## src/rtl/adcs_pkg.sv

```systemverilog
package adcs_pkg;
  localparam int CODE_W = 4;

  typedef enum logic [CODE_W-1:0] {
    OP_NONE      = 4'h0,
    OP_CONV_FULL = 4'h1,
    OP_CONV_TRIM = 4'h2,
    OP_CAL       = 4'h3,
    OP_ZERO      = 4'h4,
    OP_LEN_LONG  = 4'h5,
    OP_LEN_SHORT = 4'h6
  } op_e;

  typedef enum logic [1:0] {ST_IDLE, ST_BUSY, ST_DOWN} seq_e;
  typedef enum logic [1:0] {LATCH_NONE, LATCH_FULL, LATCH_TRIM} latch_e;
endpackage

```

## src/rtl/adcs_rx.sv

```systemverilog
module adcs_rx
  import adcs_pkg::*;
#(
  parameter int LEN_W = 4
) (
  input  logic              clk,
  input  logic              rst,
  input  logic              en,
  input  logic              cs_fall,
  input  logic              sclk_rise,
  input  logic              sdi,
  input  logic [LEN_W-1:0]  len,
  output logic              cmd_vld,
  output logic [CODE_W-1:0] cmd
);
  logic [LEN_W-1:0]  cnt_q;
  logic [CODE_W-1:0] sr_q;

  always_ff @(posedge clk) begin
    if (rst) begin
      cnt_q   <= '0;
      sr_q    <= '0;
      cmd_vld <= 1'b0;
      cmd     <= '0;
    end else begin
      cmd_vld <= 1'b0;
      if (cs_fall) begin
        cnt_q <= '0;
      end else if (sclk_rise && en) begin
        if (cnt_q < LEN_W'(CODE_W)) sr_q <= {sr_q[CODE_W-2:0], sdi};
        if (cnt_q == len - 1'b1) begin
          cnt_q   <= '0;
          cmd_vld <= 1'b1;
          cmd     <= sr_q;
        end else begin
          cnt_q <= cnt_q + 1'b1;
        end
      end
    end
  end


  ignore_chk: assert property (@(posedge clk) disable iff (rst)
    (sclk_rise && !en) |=> !cmd_vld);
endmodule

```

## src/rtl/adcs_seq.sv

```systemverilog
module adcs_seq
  import adcs_pkg::*;
#(
  parameter int RES_W     = 13,
  parameter int SHORT_W   = 9,
  parameter int LEN_W     = 4,
  parameter int CONV_CYC  = 20,
  parameter int CAL_CYC   = 40,
  parameter int ZERO_CYC  = 12,
  parameter int WAKE_CYC  = 30
) (
  input  logic              clk,
  input  logic              rst,
  input  logic              pwr_dn,
  input  logic              abort,
  input  logic              cmd_vld,
  input  logic [CODE_W-1:0] cmd,
  input  logic [RES_W-1:0]  smp,
  output logic [LEN_W-1:0]  len_q,
  output logic [RES_W-1:0]  res_q,
  output logic              eoc_q,
  output logic              done_q
);
  localparam int M1   = (CONV_CYC > CAL_CYC) ? CONV_CYC : CAL_CYC;
  localparam int M2   = (ZERO_CYC > WAKE_CYC) ? ZERO_CYC : WAKE_CYC;
  localparam int MAXC = (M1 > M2) ? M1 : M2;
  localparam int CW   = $clog2(MAXC + 1);

  seq_e             st_q, st_n;
  latch_e           kind_q, kind_n;
  logic [CW-1:0]    cnt_q, cnt_n;
  logic [LEN_W-1:0] len_n;
  logic [RES_W-1:0] res_n;
  logic             done_n;

  always_comb begin
    st_n   = st_q;
    cnt_n  = cnt_q;
    kind_n = kind_q;
    len_n  = len_q;
    res_n  = res_q;
    done_n = 1'b0;
    if (pwr_dn) begin
      st_n = ST_DOWN;
    end else begin
      case (st_q)
        ST_DOWN: begin
          st_n   = ST_BUSY;
          cnt_n  = CW'(WAKE_CYC - 1);
          kind_n = LATCH_NONE;
        end
        ST_BUSY: begin
          if (abort) begin
            st_n = ST_IDLE;
          end else if (cnt_q == '0) begin
            st_n   = ST_IDLE;
            done_n = 1'b1;
            case (kind_q)
              LATCH_FULL: res_n = smp;
              LATCH_TRIM: res_n = {smp[RES_W-1 -: SHORT_W], {(RES_W-SHORT_W){1'b0}}};
              default:    res_n = res_q;
            endcase
          end else begin
            cnt_n = cnt_q - 1'b1;
          end
        end
        default: begin
          if (cmd_vld) begin
            case (op_e'(cmd))
              OP_CONV_FULL: begin st_n = ST_BUSY; cnt_n = CW'(CONV_CYC - 1); kind_n = LATCH_FULL; end
              OP_CONV_TRIM: begin st_n = ST_BUSY; cnt_n = CW'(CONV_CYC - 1); kind_n = LATCH_TRIM; end
              OP_CAL:       begin st_n = ST_BUSY; cnt_n = CW'(CAL_CYC - 1);  kind_n = LATCH_NONE; end
              OP_ZERO:      begin st_n = ST_BUSY; cnt_n = CW'(ZERO_CYC - 1); kind_n = LATCH_NONE; end
              OP_LEN_LONG:  len_n = LEN_W'(RES_W);
              OP_LEN_SHORT: len_n = LEN_W'(SHORT_W);
              default:      len_n = len_q;
            endcase
          end
        end
      endcase
    end
  end

  always_ff @(posedge clk) begin
    if (rst) begin
      st_q   <= ST_IDLE;
      kind_q <= LATCH_NONE;
      cnt_q  <= '0;
      len_q  <= LEN_W'(RES_W);
      res_q  <= '0;
      eoc_q  <= 1'b1;
      done_q <= 1'b0;
    end else begin
      st_q   <= st_n;
      kind_q <= kind_n;
      cnt_q  <= cnt_n;
      len_q  <= len_n;
      res_q  <= res_n;
      eoc_q  <= (st_n == ST_IDLE);
      done_q <= done_n;
    end
  end


  down_chk: assert property (@(posedge clk) disable iff (rst)
    pwr_dn |=> !eoc_q);

  abort_chk: assert property (@(posedge clk) disable iff (rst)
    (abort && st_q == ST_BUSY && !pwr_dn) |=> (eoc_q && !done_q));

  end_chk: assert property (@(posedge clk) disable iff (rst)
    $rose(eoc_q) |-> $past(st_q == ST_BUSY));

  hold_chk: assert property (@(posedge clk) disable iff (rst)
    !$stable(res_q) |-> (done_q && $past(st_q == ST_BUSY)));
endmodule

```

## src/rtl/adcs_tx.sv

```systemverilog
module adcs_tx #(
  parameter int RES_W = 13,
  parameter int LEN_W = 4
) (
  input  logic             clk,
  input  logic             rst,
  input  logic             cs_n,
  input  logic             cs_fall,
  input  logic             sclk_fall,
  input  logic             refuse,
  input  logic             done,
  input  logic [LEN_W-1:0] len,
  input  logic [RES_W-1:0] res,
  output logic             sdo_q,
  output logic             sdo_oe_q,
  output logic             dor_q
);
  logic [RES_W-1:0] sr_q;
  logic [LEN_W-1:0] cnt_q, flen_q;
  logic             load;

  assign load = (cs_fall && !refuse) || (done && !cs_n);

  always_ff @(posedge clk) begin
    if (rst) begin
      sr_q     <= '0;
      cnt_q    <= '0;
      flen_q   <= LEN_W'(RES_W);
      sdo_q    <= 1'b0;
      sdo_oe_q <= 1'b0;
      dor_q    <= 1'b1;
    end else begin
      sdo_oe_q <= !cs_n;
      if (load) begin
        sdo_q  <= res[RES_W-1];
        sr_q   <= {res[RES_W-2:0], 1'b0};
        cnt_q  <= LEN_W'(1);
        flen_q <= len;
        dor_q  <= 1'b0;
      end else if (sclk_fall && !dor_q) begin
        if (cnt_q == flen_q) begin
          dor_q <= 1'b1;
          sdo_q <= 1'b0;
        end else begin
          sdo_q <= sr_q[RES_W-1];
          sr_q  <= {sr_q[RES_W-2:0], 1'b0};
          cnt_q <= cnt_q + 1'b1;
        end
      end
    end
  end


  count_chk: assert property (@(posedge clk) disable iff (rst)
    !dor_q |-> (cnt_q != '0 && cnt_q <= flen_q));

  first_chk: assert property (@(posedge clk) disable iff (rst)
    (done && !cs_n) |=> !dor_q);

  select_chk: assert property (@(posedge clk) disable iff (rst)
    (cs_fall && !refuse) |=> (sdo_oe_q && !dor_q));
endmodule

```

## src/rtl/adcs_port.sv

```systemverilog
module adcs_port
  import adcs_pkg::*;
#(
  parameter int RES_W    = 13,
  parameter int SHORT_W  = 9,
  parameter int CONV_CYC = 20,
  parameter int CAL_CYC  = 40,
  parameter int ZERO_CYC = 12,
  parameter int WAKE_CYC = 30
) (
  input  logic             clk,
  input  logic             rst,
  input  logic             cs_n,
  input  logic             sclk,
  input  logic             sdi,
  input  logic             read_only,
  input  logic             pwr_dn,
  input  logic [RES_W-1:0] smp_data,
  output logic             sdo,
  output logic             sdo_oe,
  output logic             eoc,
  output logic             dor
);
  localparam int LEN_W = $clog2(RES_W + 1);

  logic              cs_d, sclk_d;
  logic              cs_fall, sclk_rise, sclk_fall;
  logic              cmd_vld, done;
  logic [CODE_W-1:0] cmd;
  logic [LEN_W-1:0]  len;
  logic [RES_W-1:0]  res;

  always_ff @(posedge clk) begin
    if (rst) begin
      cs_d   <= 1'b1;
      sclk_d <= 1'b0;
    end else begin
      cs_d   <= cs_n;
      sclk_d <= sclk;
    end
  end

  assign cs_fall   = cs_d && !cs_n;
  assign sclk_rise = !sclk_d && sclk && !cs_n;
  assign sclk_fall = sclk_d && !sclk && !cs_n;

  adcs_rx #(.LEN_W(LEN_W)) u_rx (
    .clk(clk), .rst(rst), .en(eoc && !read_only), .cs_fall(cs_fall),
    .sclk_rise(sclk_rise), .sdi(sdi), .len(len), .cmd_vld(cmd_vld), .cmd(cmd)
  );

  adcs_seq #(
    .RES_W(RES_W), .SHORT_W(SHORT_W), .LEN_W(LEN_W), .CONV_CYC(CONV_CYC),
    .CAL_CYC(CAL_CYC), .ZERO_CYC(ZERO_CYC), .WAKE_CYC(WAKE_CYC)
  ) u_seq (
    .clk(clk), .rst(rst), .pwr_dn(pwr_dn), .abort(cs_fall && !read_only),
    .cmd_vld(cmd_vld), .cmd(cmd), .smp(smp_data), .len_q(len), .res_q(res),
    .eoc_q(eoc), .done_q(done)
  );

  adcs_tx #(.RES_W(RES_W), .LEN_W(LEN_W)) u_tx (
    .clk(clk), .rst(rst), .cs_n(cs_n), .cs_fall(cs_fall), .sclk_fall(sclk_fall),
    .refuse(read_only && !eoc), .done(done), .len(len), .res(res),
    .sdo_q(sdo), .sdo_oe_q(sdo_oe), .dor_q(dor)
  );
endmodule

```

## config.mk

```make
export PLATFORM = sky130hd
export DESIGN_NAME = adcs_port
export DESIGN_NICKNAME = d
export VERILOG_FILES = /design/src/rtl/adcs_pkg.sv /design/src/rtl/adcs_rx.sv /design/src/rtl/adcs_seq.sv /design/src/rtl/adcs_tx.sv /design/src/rtl/adcs_port.sv
export SDC_FILE = /design/constraint.sdc
export NUM_CORES = 1
export LEC_CHECK = 0
export BUFFER_PORTS_ARGS = -buffer_cell sky130_fd_sc_hd__clkbuf_2
export CORE_MARGIN = 1
export CORE_UTILIZATION = 32
export DETAILED_ROUTE_END_ITERATION = 10
export PLACE_DENSITY_LB_ADDON = 0.25
export SYNTH_ARGS = -nofsm -noshare
export SYNTH_HDL_FRONTEND = slang
export SYNTH_HIERARCHICAL = 1
export SYNTH_SLANG_ARGS = --single-unit
```

## constraint.sdc

```tcl
create_clock -name clk -period 2.2 [get_ports clk]
set_input_delay 0.22 -clock clk [delete_from_list [all_inputs] [get_ports clk]]
set_output_delay 0.22 -clock clk [all_outputs]
set_load 0.03 [all_outputs]
```

==> flow_summary_export.csv <==
group,metric,value,unit
power,peakVddDrop,196,µV
yosys,synth_ff_type,"dfxtp_1",
worst_setup_path,crit_buf_inv,1,
power,power,2.56,mW
cells_and_area,n_antenna_cell,0,
clock_tree,htree_levels,3,
sta,finalCritPeriodShare,86.1,%
sta,timing.hold.ws,91.8,ps
floorplan,core,9730,µm²
clock_tree,clkTransAtPathRegs,70,ps
worst_setup_path,r2r-end,"u_seq/cnt_q[5]",
sta,finalHoldViolations,0,
global_route,grt_usage,13.6,%
worst_hold_path,min_from,"smp_data[7]",
floorplan,die-area,10400,µm²
cells_and_area,area_growth,13.0,%
sta,post-route-min-period,1890,ps
detailed_routing,met1_length,3.14,mm
power,p_per_area,708,nW/µm²
cells_and_area,fill_cells,1018,
power,p_clk_share,39.6,%
clock_tree,postCtsSetupBuffers,0,
clock_tree,cts_root_buf,"clkbuf_8",
worst_setup_path,cp-end-kind,"flip-flop",
place,io_buffers,23,
sta,tightest_slew,580,ps
sta,max_freq,528,MHz
yosys,syn_inst,363,
worst_hold_path,min_to,"u_seq/res_q[7]",
global_route,grt_antenna_before_repair,0,
worst_setup_path,cp_max_fo,9,
sta,slew_headroom,61.3,%
worst_hold_path,worstHoldPathCells,3,
power,leakage,1.27,nW
power,p_switching,682,µW
detailed_routing,vias,2474,
detailed_routing,highest_layer,"met4",
clock_tree,clock_path_buffers,2,
power,seqPwrFrac,48.3,%
cells_and_area,final_nets,410,
global_route,grt_first_pass_wirelength,11.0,mm
sta,slew_violations,0,
detailed_routing,wirelength,6.44,mm
detailed_routing,viasPerCell,4.76,
floorplan,rows,36,
sta,fin_tns_setup,0,ps
power,combPwrFrac,12.2,%
detailed_routing,wl_met3,170,µm
place,place_hpwl,4.57,mm
clock_tree,cts_buffers,9,
sta,finClkSkew,6.80,ps
detailed_routing,firstDrtPassIters,4,
worst_setup_path,critPathMaxStageDelay,410,ps
flow_run,max-cap-violations,0,
clock_tree,cts_tree,"done",
cells_and_area,final_common_cell,"dfxtp_1",
power,p_int,1.88,mW
detailed_routing,routedWlPerCell,12.4,µm
yosys,synth.cell_area,3200,µm²
worst_hold_path,hp-class,"primary input to flip-flop",
worst_setup_path,cp_data_required_time,2410,ps
cells_and_area,drive_above_1_share,17.8,%
worst_setup_path,rrSetupSlack,310,ps
global_route,gr-total-overflow,0,
clock_tree,cts_hold_buf,0,
clock_tree,cts_num_sinks,64,
yosys,seq_area_frac_synth,40.0,%
floorplan,pin_count,24,
global_route,grt_pass1_vias,2379,
power,p_sw_share,26.6,%
clock_tree,clock_latency,340,ps
run_status,status,"complete, no violations",
worst_setup_path,path_cells,"ha_1 -> inv_1 -> nor3_1 -> a221o_1 -> o311a_1 -> nor3_2",
yosys,synth_cell_types,51,
detailed_routing,drtIter0Drc,112,
yosys,ys_seq_elements,64,
place,gp_congestion,0.705,
sta,finalSetupViolations,0,
worst_setup_path,reg2reg_from,"u_seq/st_q[0]",
yosys,async_flop_share,0,%
yosys,yosysWarnings,6,
worst_setup_path,cp.depth,6,
yosys,synth_area_per_cell,8.82,µm²
floorplan,dieHeight,102,µm
worst_setup_path,arrival,2100,ps
detailed_routing,met2_length,3.01,mm
global_route,grt_max_degree,39,
worst_setup_path,cpMaxStageDelayCell,"a221o_1",
yosys,synth_edf_count,0,
worst_setup_path,criticalPathCategory,"flip-flop to flip-flop",
floorplan,die_w,102,µm
worst_setup_path,r2r.worst_path.cells,6,
detailed_routing,drc,0,
cells_and_area,final_cell_mix,"64 x dfxtp_1, 63 x nand2_1, 28 x nor2_1",
detailed_routing,ant_nets,0,
floorplan,start_util,32.9,%
clock_tree,ctsResizeCount,0,
cells_and_area,multiInputGateArea,1760,µm²
cells_and_area,register_area,1280,µm²
worst_setup_path,cpLargestDelayFamily,"compound AO/OA/AOI/OAI gates",
worst_setup_path,cp-start-kind,"flip-flop",
sta,grt_setup_unrepaired,"no",
synthesized netlist by cell type (6+ instances only):
master,number,area [µm²]
dfxtp_1,64,1280
nand2_1,63,236
nor2_1,29,109
a21oi_1,25,125
mux2i_1,15,150
inv_1,13,48.8
o21ai_0,13,65.1
clkbuf_1,11,41.3
nand2b_1,11,68.8
a311oi_2,9,135
ha_1,8,100
nand3_1,8,40.0
nor2b_1,7,43.8
nor4_1,7,43.8
xor2_1,7,61.3
a211oi_1,6,45.0
nor3_1,6,30.0
nor3b_1,6,45.0
xnor2_1,6,52.6
worst min-delay path, stage by stage:
cell      delay [ps]
clkbuf_2          80
nand2_1           40
a21oi_1           50
state kept, by name, summed over array words and instances, names as in the netlist:
name	count
u_seq/done_q	1
u_seq/cnt_q	6
u_tx/sdo_oe_q	1
u_tx/dor_q	1
u_rx/cmd_vld	1
u_rx/sr_q	4
u_seq/res_q	13
u_seq/st_q	2
u_rx/cnt_q	4
u_seq/len_q	1
u_tx/cnt_q	4
u_seq/eoc_q	1
u_tx/flen_q	4
u_rx/cmd	4
sclk_d	1
u_tx/sdo_q	1
u_tx/sr_q	12
u_seq/kind_q	2
cs_d	1
area by class of cell:
cell class,count,share of cell area [%]
Clock buffer,11,3.91
Clock inverter,5,1.56
Inverter,13,1.35
Multi-Input combinational cell,266,48.6
Sequential cell,64,35.4
Tap cell,133,4.60
Timing Repair Buffer,28,4.56
layer usage:
layer / vias up / GRT usage (%)
met4: 0 / 6.26
met2: 26 / 22.5
li1: 1290 / -
met1: 1149 / 16.7
met3: 9 / 3.15
met5: - / 0
worst max-delay path by stage:
stage / slack (ps) / to / from
2_1_floorplan: 490 / u_tx/sdo_q / cs_d
3_3_place_gp: 340 / u_seq/cnt_q[5] / u_seq/st_q[1]
3_5_place_dp: 300 / u_seq/cnt_q[5] / u_seq/st_q[1]
4_1_cts: 300 / u_seq/cnt_q[5] / u_seq/st_q[1]
5_1_grt: 70 / u_tx/sr_q[6] / sclk_d
6_report: 310 / u_seq/cnt_q[5] / u_seq/st_q[0]
per-stage QoR:
step	std cells	utilization (%)	setup slack [ps]	cell area (µm²)
finish	520	37.2	305	3620
global route	520	37.2	65.8	3620
CTS	520	37.2	296	3620
detailed placement	504	35.2	301	3420
global placement	504	35.2	344	3420
floorplan	364	-	485	3210
power by group through the flow:
stage / registers, mW / logic [mW] / clock network [mW]
floorplan: 1.27 / 0.234 / 0
global placement: 1.26 / 0.308 / 0
detailed placement: 1.26 / 0.314 / 0
CTS: 1.24 / 0.315 / 1.05
global route: 1.24 / 0.348 / 1.11
finish: 1.24 / 0.312 / 1.01
cell families after synthesis:
family | after synthesis | synth area share (%)
fa+ha+maj | 8 | 3.13
simple gates | 159 | 26.1
flops | 64 | 40.0
buf+inv | 34 | 5.23
xor+xnor | 15 | 4.77
compound gates | 65 | 15.5
other cells | 2 | 0.234
mux | 16 | 5.04
(Power assumes the default switching activity.)
